**src/rtl/stor_irq_pkg.sv**
```systemverilog
package stor_irq_pkg;
  localparam int NSRC = 10;

  localparam int BIT_DONE      = 0;
  localparam int BIT_UDMA_TERM = 1;
  localparam int BIT_DEV_IRQ   = 2;
  localparam int BIT_TBUF_HALF = 3;
  localparam int BIT_SBUF_EMP  = 4;
  localparam int BIT_MDMA_HOLD = 5;
  localparam int BIT_BKOFF_WR  = 6;
  localparam int BIT_BKOFF_RD  = 7;
  localparam int BIT_ABORT_WR  = 8;
  localparam int BIT_ABORT_RD  = 9;

  // bits that clear on bus release instead of by software
  localparam logic [NSRC-1:0] AUTO_CLR_MASK = 10'h0C0;

  // word indices of the registers
  localparam int REG_STAT = 0;
  localparam int REG_MASK = 1;
  localparam int REG_SRST = 2;
endpackage

```
**src/rtl/stor_irq_rstsync.sv**
```systemverilog
module stor_irq_rstsync #(
  parameter int STAGES = 2
) (
  input  logic clk,
  input  logic rst_n,
  output logic rst_no
);
  logic [STAGES-1:0] sync_q;
  logic [STAGES-1:0] sync_d;

  always_comb begin
    sync_d = {sync_q[STAGES-2:0], 1'b1};
  end

  always_ff @(posedge clk or negedge rst_n) begin
    if (!rst_n) sync_q <= '0;
    else        sync_q <= sync_d;
  end

  assign rst_no = sync_q[STAGES-1];
endmodule

```
**src/rtl/stor_irq_regif.sv**
```systemverilog
module stor_irq_regif
  import stor_irq_pkg::*;
#(
  parameter int ADDR_W = 4,
  parameter int DATA_W = 32
) (
  input  logic              sel_i,
  input  logic              wr_i,
  input  logic [ADDR_W-1:0] addr_i,
  input  logic [DATA_W-1:0] wdata_i,
  input  logic [NSRC-1:0]   stat_i,
  input  logic [NSRC-1:0]   mask_i,
  input  logic              srst_i,
  output logic [NSRC-1:0]   w1c_o,
  output logic              mask_we_o,
  output logic              srst_we_o,
  output logic [DATA_W-1:0] rdata_o
);
  localparam int IDX_W = ADDR_W - 2;

  logic [IDX_W-1:0] idx;
  logic             wr_en;
  logic             unused_bits;

  assign idx         = addr_i[ADDR_W-1:2];
  assign wr_en       = sel_i & wr_i;
  assign unused_bits = ^{addr_i[1:0], wdata_i[DATA_W-1:NSRC]};

  always_comb begin
    w1c_o     = '0;
    mask_we_o = 1'b0;
    srst_we_o = 1'b0;
    if (wr_en) begin
      if (idx == IDX_W'(REG_STAT)) w1c_o     = wdata_i[NSRC-1:0];
      if (idx == IDX_W'(REG_MASK)) mask_we_o = 1'b1;
      if (idx == IDX_W'(REG_SRST)) srst_we_o = 1'b1;
    end
  end

  always_comb begin
    rdata_o = '0;
    if (idx == IDX_W'(REG_STAT))      rdata_o = DATA_W'(stat_i);
    else if (idx == IDX_W'(REG_MASK)) rdata_o = DATA_W'(mask_i);
    else if (idx == IDX_W'(REG_SRST)) rdata_o = DATA_W'(srst_i);
  end
endmodule

```
**src/rtl/stor_irq_ctl.sv**
```systemverilog
module stor_irq_ctl
  import stor_irq_pkg::*;
#(
  parameter int DATA_W = 32
) (
  input  logic              clk,
  input  logic              rst_ni,
  input  logic              mask_we_i,
  input  logic              srst_we_i,
  input  logic [DATA_W-1:0] wdata_i,
  output logic [NSRC-1:0]   mask_o,
  output logic              srst_o
);
  logic [NSRC-1:0] mask_q, mask_d;
  logic            srst_q, srst_d;

  always_comb begin
    mask_d = mask_q;
    srst_d = srst_q;
    if (mask_we_i) mask_d = wdata_i[NSRC-1:0];
    if (srst_we_i) srst_d = wdata_i[0];
  end

  always_ff @(posedge clk or negedge rst_ni) begin
    if (!rst_ni) begin
      mask_q <= '0;
      srst_q <= 1'b0;
    end else begin
      mask_q <= mask_d;
      srst_q <= srst_d;
    end
  end

  assign mask_o = mask_q;
  assign srst_o = srst_q;

  AST_MASK_HOLD: assert property (@(posedge clk) disable iff (!rst_ni)
    !mask_we_i |=> $stable(mask_o));
  AST_SRST_HOLD: assert property (@(posedge clk) disable iff (!rst_ni)
    !srst_we_i |=> $stable(srst_o));
endmodule

```
**src/rtl/stor_irq_status.sv**
```systemverilog
module stor_irq_status
  import stor_irq_pkg::*;
(
  input  logic            clk,
  input  logic            rst_ni,
  input  logic [NSRC-1:0] set_i,
  input  logic [NSRC-1:0] clr_i,
  input  logic            srst_i,
  output logic [NSRC-1:0] stat_o
);
  logic [NSRC-1:0] stat_q, stat_d;

  for (genvar i = 0; i < NSRC; i++) begin : g_bit
    always_comb begin
      if (srst_i)        stat_d[i] = 1'b0;
      else if (set_i[i]) stat_d[i] = 1'b1;
      else if (clr_i[i]) stat_d[i] = 1'b0;
      else               stat_d[i] = stat_q[i];
    end

    AST_SET_WINS: assert property (@(posedge clk) disable iff (!rst_ni)
      (set_i[i] && !srst_i) |=> stat_o[i]);
    AST_CLR_TAKES: assert property (@(posedge clk) disable iff (!rst_ni)
      (clr_i[i] && !set_i[i]) |=> !stat_o[i]);
    AST_HOLD: assert property (@(posedge clk) disable iff (!rst_ni)
      (stat_o[i] && !clr_i[i] && !srst_i) |=> stat_o[i]);
    AST_SRST_CLR: assert property (@(posedge clk) disable iff (!rst_ni)
      srst_i |=> !stat_o[i]);
  end

  always_ff @(posedge clk or negedge rst_ni) begin
    if (!rst_ni) stat_q <= '0;
    else         stat_q <= stat_d;
  end

  assign stat_o = stat_q;
endmodule

```
**src/rtl/stor_irq_top.sv**
```systemverilog
module stor_irq_top
  import stor_irq_pkg::*;
#(
  parameter int ADDR_W = 4,
  parameter int DATA_W = 32,
  parameter int SYNC_STAGES = 2
) (
  input  logic              clk,
  input  logic              rst_n,
  input  logic              bus_sel,
  input  logic              bus_wr,
  input  logic [ADDR_W-1:0] bus_addr,
  input  logic [DATA_W-1:0] bus_wdata,
  output logic [DATA_W-1:0] bus_rdata,
  input  logic              evt_done,
  input  logic              evt_udma_term,
  input  logic              evt_dev_irq,
  input  logic              evt_tbuf_half,
  input  logic              evt_sbuf_empty,
  input  logic              evt_mdma_hold,
  input  logic              bkoff_req,
  input  logic              bkoff_abort,
  input  logic              xfer_rd,
  input  logic              ext_bus_rel,
  output logic              irq_o,
  output logic              host_rst_o
);
  logic            rst_ni;
  logic [NSRC-1:0] set_vec, clr_vec, w1c_vec, stat_q, mask_q;
  logic            mask_we, srst_we, srst_q;

  stor_irq_rstsync #(.STAGES(SYNC_STAGES)) u_rsync (
    .clk(clk), .rst_n(rst_n), .rst_no(rst_ni)
  );

  always_comb begin
    set_vec                = '0;
    set_vec[BIT_DONE]      = evt_done;
    set_vec[BIT_UDMA_TERM] = evt_udma_term;
    set_vec[BIT_DEV_IRQ]   = evt_dev_irq;
    set_vec[BIT_TBUF_HALF] = evt_tbuf_half;
    set_vec[BIT_SBUF_EMP]  = evt_sbuf_empty;
    set_vec[BIT_MDMA_HOLD] = evt_mdma_hold;
    set_vec[BIT_BKOFF_WR]  = bkoff_req & ~xfer_rd;
    set_vec[BIT_BKOFF_RD]  = bkoff_req & xfer_rd;
    set_vec[BIT_ABORT_WR]  = bkoff_abort & ~xfer_rd;
    set_vec[BIT_ABORT_RD]  = bkoff_abort & xfer_rd;
  end

  for (genvar i = 0; i < NSRC; i++) begin : g_clr
    if (AUTO_CLR_MASK[i]) begin : g_auto
      assign clr_vec[i] = ext_bus_rel;
    end else begin : g_w1c
      assign clr_vec[i] = w1c_vec[i];
    end
  end

  stor_irq_regif #(.ADDR_W(ADDR_W), .DATA_W(DATA_W)) u_regif (
    .sel_i(bus_sel), .wr_i(bus_wr), .addr_i(bus_addr), .wdata_i(bus_wdata),
    .stat_i(stat_q), .mask_i(mask_q), .srst_i(srst_q),
    .w1c_o(w1c_vec), .mask_we_o(mask_we), .srst_we_o(srst_we),
    .rdata_o(bus_rdata)
  );

  stor_irq_ctl #(.DATA_W(DATA_W)) u_ctl (
    .clk(clk), .rst_ni(rst_ni), .mask_we_i(mask_we), .srst_we_i(srst_we),
    .wdata_i(bus_wdata), .mask_o(mask_q), .srst_o(srst_q)
  );

  stor_irq_status u_status (
    .clk(clk), .rst_ni(rst_ni), .set_i(set_vec), .clr_i(clr_vec),
    .srst_i(srst_q), .stat_o(stat_q)
  );

  assign irq_o      = |(stat_q & mask_q);
  assign host_rst_o = srst_q;

  AST_IRQ_NEEDS_MASK: assert property (@(posedge clk) disable iff (!rst_ni)
    irq_o |-> (mask_q != '0));
  AST_IRQ_NEEDS_STAT: assert property (@(posedge clk) disable iff (!rst_ni)
    irq_o |-> (stat_q != '0));
  AST_RST_QUIET: assert property (@(posedge clk) disable iff (!rst_ni)
    $past(host_rst_o) |-> !irq_o);
  AST_AUTO_WR_IGN: assert property (@(posedge clk) disable iff (!rst_ni)
    (stat_q[BIT_BKOFF_RD] && !ext_bus_rel && !srst_q) |=> stat_q[BIT_BKOFF_RD]);
endmodule

```
**config.mk**
```make
export PLATFORM = sky130hd
export DESIGN_NAME = stor_irq_top
export DESIGN_NICKNAME = d
export VERILOG_FILES = /design/src/rtl/stor_irq_pkg.sv /design/src/rtl/stor_irq_rstsync.sv /design/src/rtl/stor_irq_regif.sv /design/src/rtl/stor_irq_ctl.sv /design/src/rtl/stor_irq_status.sv /design/src/rtl/stor_irq_top.sv
export SDC_FILE = /design/constraint.sdc
export NUM_CORES = 1
export LEC_CHECK = 0
export CAP_MARGIN = 20
export CORE_MARGIN = 5
export CORE_UTILIZATION = 36
export CTS_CLUSTER_DIAMETER = 60
export DETAILED_ROUTE_END_ITERATION = 10
export PLACE_DENSITY = 0.78
export SLEW_MARGIN = 20
export SYNTH_ARGS = -nofsm -noshare
export SYNTH_HDL_FRONTEND = slang
export SYNTH_SLANG_ARGS = --single-unit
```
**constraint.sdc**
```tcl
create_clock -name clk -period 1.5 [get_ports clk]
set_input_delay 0.3 -clock clk [delete_from_list [all_inputs] [get_ports clk]]
set_output_delay 0.3 -clock clk [all_outputs]
set_load 0.005 [all_outputs]
```
==> results.md, run 1 <==
* RSZ-0062 raised after global routing: true
* Final WS setup at -0.164 ns
* Area grow syn2layout at 38.9%
* Full die area at 0.00495 mm²
* First-pass GRT wire length at 4760 µm
* Syn avg cell area at 10.2 µm²
* Layout cells sized above 1 at 0.235
* Final setup violation count at 1
* R2R setup slack at 0.52 ns
* Placed Area at 0.00176 mm²
* Root buffer cell: clkbuf_8
* H-Tree Depth at 1
* Reg2Reg Depth at 2
* CP Data Required Time at 1.20 ns
* Failing checks: setup timing
* Crit path buf inv count at 1
* Post-route cell area at 0.00182 mm²
* Register area at 576 µm²
* Largest net degree at the start of global routing at 22
* Crit-path slowest cell: dfrtp_1
* CTS tree: yes
* Largest delay contributor family on the critical path: compound AO/OA/AOI/OAI gates
* Arr. time, crit path at 1.36 ns
* Pins Over Slew Limit at 0
* Final nets at 234
* Post-Syn Area at 0.00131 mm²
* Std-Cell Core Area at 0.00361 mm²
* Fin Setup TNS at -0.164 ns
* GRT Util Overall at 0.123
* Clk sink count at 23
* GPL Wtd Cong at 0.808
* Max-cap violations at 0
* Final ANT Viol Nets at 0
* Outcome: complete, but fails checks
* Row cnt at 22
* Clock-pin slew on the worst setup and hold paths at 0.08 ns
* CP startpoint kind: flop
* CP max FO at 2
* Final Hold Viols at 0
* DRC at 0
* Latest clock arrival within the worst-skew pair at 0.26 ns
* Crit-path max cell delay at 0.38 ns
* Setup Skew at 0.00412 ns
* Cells along the critical path: a22o_1 -> a221oi_2 -> nand4_1 -> buf_2
* Multi-input gate area at 616 µm²
* Number of diodes at 0
* Vias per cell at 4.47
* Initial Utilization at 0.363
* Routed wire length at 3050 µm
* Die X at 70.3 µm
* Post-synthesis cell count at 128
* Power Dens Cells at 991 mW/mm²
* Total gr overflow at 0
* DIE HEIGHT at 70.3 µm
* Fin crit share at 1.11
* Leakage at 0.901 nW
* Tmin final at 1.66 ns
* Flops & latches, synth at 23
* Total CTS buffers at 3
* Max Freq at 601 MHz
* Cell variety after synth at 24
* Wire per inst at 13.2 µm
* Vias at 1033
* Warnings, synthesis at 0
* Drt first pass iters at 4
* Vias in the first global route at 1020
* Cell Count, Final, Fillers Out at 231
* Reg2reg end: u_ctl.srst_o$_DFFE_PN0P_
* Critical path class: flop to primary output
* Count of input and output buffers at 37
* Worst r2r src: u_ctl.srst_o$_DFFE_PN0P_
* Register area share after synthesis at 0.439
* Hold Crit Class: input pin to async pin
* Initial antenna violation count at 0
* Cells after DPL at 224
* Clk buf depth at 2
* Number of fill cells in the layout at 352
* Maximum vdd drop at 706 µV
* Detailed Route Iter0 Violations at 25
* Ports at 84
* CP endpoint kind: primary output
* Detail Placement HPWL at 2310 µm
[where the power goes]
part | internal, W | switching, W | total (W)
logic | 0.000353 | 0.000232 | 0.000585
clock network | 0.000189 | 0.000194 | 0.000383
registers | 0.000743 | 0.0000923 | 0.000835
[metal layers]
metal,share of wire,global-route usage,vias up
li1,-,-,507
met1,0.43,0.149,487
met2,0.49,0.209,35
met3,0.065,0.0317,4
met4,0.012,0.0447,0
met5,0,0,-
[worst reg2reg max path: cells and delay by family (launching register included)]
family,cells,cell delay [ns]
flip-flops,1,0.41
multiplexers,1,0.27
buffers and inverters,1,0.20
[stage by stage]
step | worst slack [ns] | hold WS, ns | power (W) | utilization
after detailed placement | -0.533 | 0.211 | 0.00145 | 0.489
after floorplan | 0.288 | 0.00441 | 0.00115 | -
after CTS | -0.167 | 0.189 | 0.00182 | 0.508
after global placement | -0.495 | 0.207 | 0.00143 | 0.489
final | -0.164 | 0.189 | 0.00180 | 0.505
after global routing | -0.241 | 0.185 | 0.00192 | 0.505
[placed cells by master (no fill, tap or decap), drive strengths merged, types with 2 or more instances in the layout]
cell type      instances
mux2                   9
dfrtp                 23
inv                    4
mux2i                 10
nor3b                  6
nand2                  5
clkdlybuf4s50         24
a21oi                  2
o21ai                  5
a22oi                  5
clkbuf                 6
nor2                  17
buf                   26
dlygate4sd2            4
conb                  23
nor3                   6
[repair_timing]
item,4_1_cts,5_1_grt
setup buffers,2,1
hold buffers,0,0
endpoints found under the setup margin,11,5
endpoints found under the hold margin,0,0
gates resized for setup,35,5
gates cloned,1,0
pin swaps,4,1
[cells in the mapped netlist]
master     instances  area, µm²
buf_4             23        173
dfrtp_1           23        576
nor2_1            17       63.8
mux2i_1           10        100
mux2_4             6       90.1
nor3_1             6       30.0
nor3b_1            6       45.0
a22oi_1            5       37.5
nand2_1            5       18.8
o21ai_0            5       25.0
inv_1              4       15.0
mux2_2             3       33.8
a21oi_1            2       10.0
clkbuf_1           2       7.51
conb_1             2       7.51
a221oi_1           1       8.76
a22o_1             1       8.76
buf_6              1       11.3
clkbuf_2           1       5.00
nand3_1            1       5.00
nand4_1            1       6.26
nand4b_2           1       15.0
nand4bb_1          1       11.3
nor2b_1            1       6.26
[sequential cells by signal, summed over array words and instances, names as in the netlist]
name / cells
u_ctl.mask_o: 10
u_ctl.srst_o: 1
u_rsync.sync_q: 2
u_status.stat_o: 10
[cells by family after synthesis]
group,count (synthesis),synth area share
other,2,0.00573
AOI/OAI and AO/OA,14,0.0688
DFF,23,0.439
and+or+nand+nor,39,0.154
muxes,19,0.171
buffers and inverters,31,0.161
[worst max-delay path by stage]
| stage | depth (start not counted) | start | slack, ns | endpoint |
|---|---|---|---|---|
| after global placement | 6 | bus_addr[2] | -0.50 | bus_rdata[0] |
| after detailed placement | 6 | bus_addr[2] | -0.53 | bus_rdata[0] |
| after CTS | 4 | u_status.stat_o[6]$_DFFE_PN0P_ | -0.17 | irq_o |
| final | 4 | u_status.stat_o[6]$_DFFE_PN0P_ | -0.16 | irq_o |
| after floorplan | 3 | u_status.stat_o[6]$_DFFE_PN0P_ | 0.29 | irq_o |
| after global routing | 4 | u_status.stat_o[6]$_DFFE_PN0P_ | -0.24 | irq_o |
[final cells by class]
cell class / instances / share of cell area
inverters: 4 / 0.00825
repair buffers: 57 / 0.279
flip-flops and latches: 23 / 0.316
clock buffers: 4 / 0.0248
well taps: 48 / 0.0330
multi-input cells: 95 / 0.338
No activity file was read; power rests on OpenSTA's default activity.
==> run 2: changes to the inputs <==
--- a/config.mk
+++ b/config.mk
@@ -6,11 +6,13 @@
 export NUM_CORES = 1
 export LEC_CHECK = 0
 export CAP_MARGIN = 20
+export CORE_ASPECT_RATIO = 0.5
 export CORE_MARGIN = 5
 export CORE_UTILIZATION = 36
 export CTS_CLUSTER_DIAMETER = 60
 export DETAILED_ROUTE_END_ITERATION = 10
 export PLACE_DENSITY = 0.78
+export REMOVE_ABC_BUFFERS = 1
 export SLEW_MARGIN = 20
 export SYNTH_ARGS = -nofsm -noshare
 export SYNTH_HDL_FRONTEND = slang
==> run 2 against run 1 <==
  * The flow still finishes with violations (setup timing)
  * Global-route usage is 0.90 points higher
  * Clock-buffer cell count is the same
  * Setup slack improved by 0.023 ns
  * Non-clock buffer count increased by 2
  * Sequential cell count is the same
  * First-iteration DRC count grew to 2.8 times the previous value
  * Clock power up 1%
  * Utilization rose by 1.8 points
  * Design area down 0.27%
  * Maximum frequency grew 1.4%
  * Hold slack better by 0.0021 ns
  * Combinational power up 1%
  * Largest power group unchanged
==> results.md, run 2 (synthesis results as in run 1) <==
* Final ANT Viol Nets at 0
* Max-cap violations at 0
* Most frequent cells in the layout: 24 x clkdlybuf4s50_1, 23 x conb_1, 23 x dfrtp_1
* Clock Power Share at 0.213
* Vias per cell at 4.53
* Critical path class: flop to primary output
* Leakage at 0.894 nW
* Post-route cell area at 0.00181 mm²
* Setup Skew at 0.00880 ns
* Initial antenna violation count at 0
* DRC at 0
* Routed wire length at 3170 µm
* CP Data Required Time at 1.20 ns
* Crit path from: u_status.stat_o[6]$_DFFE_PN0P_
* Final Hold Viols at 0
* RSZ-0062 raised after global routing: true
* H-Tree Depth at 1
* Tmin final at 1.64 ns
* Hold Crit Class: input pin to async pin
* Clock-pin slew on the worst setup and hold paths at 0.07 ns
* Outcome: complete, but fails checks
* Die X at 95.3 µm
* R2R setup slack at 0.51 ns
* Power Dens Cells at 1000 mW/mm²
* Switching Fraction at 0.292
* Total gr overflow at 0
* Std-Cell Core Area at 0.00347 mm²
* Cell Count, Final, Fillers Out at 236
* Ports at 84
* Max Freq at 610 MHz
* Vias in the first global route at 1122
* Commonest non-fill, non-tap cell in the layout: clkdlybuf4s50_1
* Sequential Power Share at 0.461
* Pins Over Slew Limit at 0
* Worst r2r src: u_ctl.srst_o$_DFFE_PN0P_
* Crit-path slowest cell: dfrtp_1
* Total CTS buffers at 3
* Wire per inst at 13.4 µm
* Fin Setup TNS at -0.141 ns
* Final WS setup at -0.141 ns
* Row cnt at 15
* Placed Area at 0.00178 mm²
* GRT Util Overall at 0.132
* DP Worst Slack at -0.543 ns
* Latest clock arrival within the worst-skew pair at 0.27 ns
* Final nets at 236
* Combinational group share of total power at 0.325
* Number of diodes at 0
* Reg2Reg Depth at 2
* CP max FO at 2
* Crit-path max cell delay at 0.38 ns
* Detail Placement HPWL at 2540 µm
* Arr. time, crit path at 1.34 ns
* Root buffer cell: clkbuf_8
* Cells after DPL at 229
* Drt first pass iters at 4
* Area grow syn2layout at 38.5%
* DIE HEIGHT at 52.7 µm
* CP endpoint kind: primary output
* GPL Wtd Cong at 0.847
* Clk sink count at 23
* Pint at 0.00129 W
* CP startpoint kind: flop
* Final setup violation count at 1
* Maximum vdd drop at 446 µV
* Failing checks: setup timing
* Largest net degree at the start of global routing at 22
* Fin crit share at 1.09
* Full die area at 0.00502 mm²
* CTS tree: yes
* Detailed Route Iter0 Violations at 71
* Cells along the critical path: a22o_1 -> a221oi_2 -> nand4_1 -> buf_2
* Vias at 1070
* Count of input and output buffers at 37
* Pwr Total at 0.00182 W
* First-pass GRT wire length at 5080 µm
* Clk buf depth at 2
* Layout cells sized above 1 at 0.254
* Psw at 0.000530 W
* Initial Utilization at 0.377
==> run 2: cell types whose count changed in the layout (fill, tap and decap cells not counted) <==
cell,previous run,this run
buf_16,1,0
buf_2,6,4
buf_4,18,19
buf_6,0,2
clkbuf_2,2,6
clkdlybuf4s15_1,1,2
dlygate4sd2_1,4,1
nor2b_2,0,1
nor2b_4,1,0
==> run 2: power by group through the flow <==
stage	logic [W]	registers, W	clock network [W]
after floorplan	0.000247	0.000844	0
after global placement	0.000604	0.000839	0
after detailed placement	0.000617	0.000847	0
after CTS	0.000593	0.000838	0.000394
after global routing	0.000654	0.000856	0.000410
final	0.000591	0.000838	0.000388
==> run 2: stage by stage <==
step / hold WS, ns / util
2_1_floorplan: 0.00441 / -
6_report: 0.192 / 0.523
3_3_place_gp: 0.209 / 0.513
4_1_cts: 0.191 / 0.528
5_1_grt: 0.194 / 0.523
3_5_place_dp: 0.209 / 0.513
==> run 2: what timing repair did <==
action	CTS	global route
buffers inserted	1	2
resized for setup	34	9
hold buffers	0	0
endpoints found under the setup margin	12	10
pin swaps	2	1
==> run 2: path summary, 6_finish.rpt <==
| kind | endpoint |
|---|---|
| worst min register to register | u_ctl.mask_o[9]$_DFFE_PN0P_ |
| min in group clk | u_rsync.sync_q[1]$_DFF_PN0_ |
| worst max register to register | u_ctl.srst_o$_DFFE_PN0P_ |
| worst max-delay path | irq_o |
| max in group asynchronous | u_ctl.srst_o$_DFFE_PN0P_ |
| worst min-delay path | u_rsync.sync_q[1]$_DFF_PN0_ |
==> run 2: area by class of cell <==
class / count / area (µm²)
inverters: 4 / 15.0
well taps: 51 / 63.8
repair buffers: 59 / 504
clock buffers: 4 / 45.0
fillers: 302 / 1660
flip-flops and latches: 23 / 576
multi-input cells: 95 / 611
==> run 2: critical path, delay by kind of cell, from the launching register on <==
family,cells,cell delay (ns)
compound gates,2,0.44
flops,1,0.38
buf+inv,1,0.14
simple gates,1,0.12
==> run 2: routing by layer <==
metal | vias up | global-route usage | wire length [µm]
met1 | 527 | 0.141 | 1240
met4 | 0 | 0.0359 | 27
met5 | - | 0 | 0
li1 | 509 | - | -
met2 | 32 | 0.267 | 1740
met3 | 2 | 0.0258 | 168
==> run 3: changes to the inputs <==
--- a/config.mk
+++ b/config.mk
@@ -12,6 +12,7 @@
 export CTS_CLUSTER_DIAMETER = 60
 export DETAILED_ROUTE_END_ITERATION = 10
 export PLACE_DENSITY = 0.78
+export RECOVER_POWER = 50
 export REMOVE_ABC_BUFFERS = 1
 export SLEW_MARGIN = 20
 export SYNTH_ARGS = -nofsm -noshare
==> run 3 against run 2 <==
  * The flow still finishes with violations (setup timing)
  * Non-clock buffer count is the same
  * Critical path type unchanged
  * Sequential share of layout area grew 0.11 points
  * Combinational power is essentially flat
  * Total power shrank 0.21%
  * Sequential cell count is the same
  * Sequential power is essentially flat
  * Clock skew shrank 0.00052 ns
  * Maximum frequency grew 0.30%
  * Setup slack gained 0.0049 ns
==> results.md, run 3 (synthesis results as in run 1) <==
* Number of fill cells in the layout at 303
* Clk sink count at 23
* Full die area at 0.00502 mm²
* Power Dens Cells at 1000 mW/mm²
* Final WS setup at -0.136 ns
* GPL Wtd Cong at 0.847
* Initial Utilization at 0.377
* RSZ-0062 raised after global routing: true
* Hold Crit Class: input pin to async pin
* CP startpoint kind: flop
* Drt first pass iters at 4
* Placed Area at 0.00178 mm²
* Die X at 95.3 µm
* CTS tree: yes
* DRC at 0
* Count of input and output buffers at 37
* H-Tree Depth at 1
* Max Freq at 611 MHz
* DIE HEIGHT at 52.7 µm
* Wire per inst at 13.4 µm
* Ports at 84
* Fin crit share at 1.09
* Slew @ Worst Pin at 0.529 ns
* Outcome: complete, but fails checks
* Relative slew slack at 0.647
* Area grow syn2layout at 38.0%
* Number of diodes at 0
* Routed wire length at 3150 µm
* Clock-pin slew on the worst setup and hold paths at 0.07 ns
* Max-cap violations at 0
* Setup Skew at 0.00827 ns
* Failing checks: setup timing
* First-pass GRT wire length at 5080 µm
* Total CTS buffers at 3
* Leakage at 0.892 nW
* CP endpoint kind: primary output
* Root buffer cell: clkbuf_8
* Vias at 1071
* Total gr overflow at 0
* Vias per cell at 4.54
* Detail Placement HPWL at 2540 µm
* Final nets at 236
* CP max FO at 2
* GRT Util Overall at 0.132
* CP Data Required Time at 1.20 ns
* Tmin final at 1.64 ns
* Multi-input gate area at 611 µm²
* Most frequent cells in the layout: 23 x conb_1, 23 x dfrtp_1, 20 x clkdlybuf4s50_1
* Final ANT Viol Nets at 0
* Layout cells sized above 1 at 0.249
* Arr. time, crit path at 1.34 ns
* Critical path class: flop to primary output
* Largest net degree at the start of global routing at 22
* Latest clock arrival within the worst-skew pair at 0.27 ns
* Register area at 576 µm²
* Vias in the first global route at 1122
* Post-route cell area at 0.00181 mm²
* Std-Cell Core Area at 0.00347 mm²
* Pins Over Slew Limit at 0
* Initial antenna violation count at 0
* Clk buf depth at 2
* Final Hold Viols at 0
* Maximum vdd drop at 446 µV
* Final Util at 0.521
* Detailed Route Iter0 Violations at 47
* Row cnt at 15
* Final setup violation count at 1
[run 3: metrics by stage]
| stage | std cells | hold slack, ns | setup TNS, ns | setup slack [ns] | total power (W) |
|---|---|---|---|---|---|
| final | 236 | 0.260 | -0.136 | -0.136 | 0.00181 |
| after global routing | 236 | 0.263 | -0.233 | -0.221 | 0.00192 |
| after CTS | 234 | 0.191 | -0.136 | -0.136 | 0.00182 |
| after detailed placement | 229 | 0.209 | -9.38 | -0.543 | 0.00146 |
| after global placement | 229 | 0.209 | -9.20 | -0.511 | 0.00144 |
| after floorplan | 122 | 0.00441 | 0 | 0.288 | 0.00109 |
[run 3: timing repair]
action | 4_1_cts | 5_1_grt
resized for setup | 34 | 9
pin swaps | 2 | 1
buffers inserted | 1 | 2
setup endpoints to repair | 12 | 10
hold buffers | 0 | 0
[run 3: critical path, stage by stage, from the launching register on]
cell	delay (ns)
dfrtp_1	0.38
a22o_1	0.24
a221oi_2	0.20
nand4_1	0.12
buf_2	0.14
[run 3: cell type report]
cell class | count | share of cell area
clock buffer | 4 | 0.0249
inverter | 4 | 0.00830
multi-input combinational | 95 | 0.338
sequential | 23 | 0.318
tap | 51 | 0.0353
timing repair buffer | 59 | 0.275
[run 3: per-layer routing]
layer  vias to the layer above  GRT usage  routed length [µm]
li1                        510          -                   -
met2                        38      0.267                1740
met4                         0     0.0359                  27
met5                         -          0                   0
met3                         2     0.0258                 187
met1                       521      0.141                1200
[run 3: power by group]
part / internal (W) / switching [W] / leakage, nW
logic: 0.000350 / 0.000238 / 0.588
registers: 0.000743 / 0.0000954 / 0.281
clock network: 0.000190 / 0.000197 / 0.0228
total: 0.00128 / 0.000530 / 0.892
[run 3: path summary, 6_finish.rpt]
kind	startpoint	endpoint	depth (start not counted)	slack (ns)
setup reg to reg	u_ctl.srst_o$_DFFE_PN0P_	u_ctl.srst_o$_DFFE_PN0P_	2	0.51
hold / removal	rst_n	u_rsync.sync_q[1]$_DFF_PN0_	1	0.26
hold reg to reg	u_rsync.sync_q[1]$_DFF_PN0_	u_ctl.mask_o[9]$_DFFE_PN0P_	1	0.29
max in group asynchronous	u_rsync.sync_q[1]$_DFF_PN0_	u_ctl.srst_o$_DFFE_PN0P_	1	0.85
min in group clk	u_rsync.sync_q[0]$_DFF_PN0_	u_rsync.sync_q[1]$_DFF_PN0_	0	0.36
setup / recovery	u_status.stat_o[6]$_DFFE_PN0P_	irq_o	4	-0.14
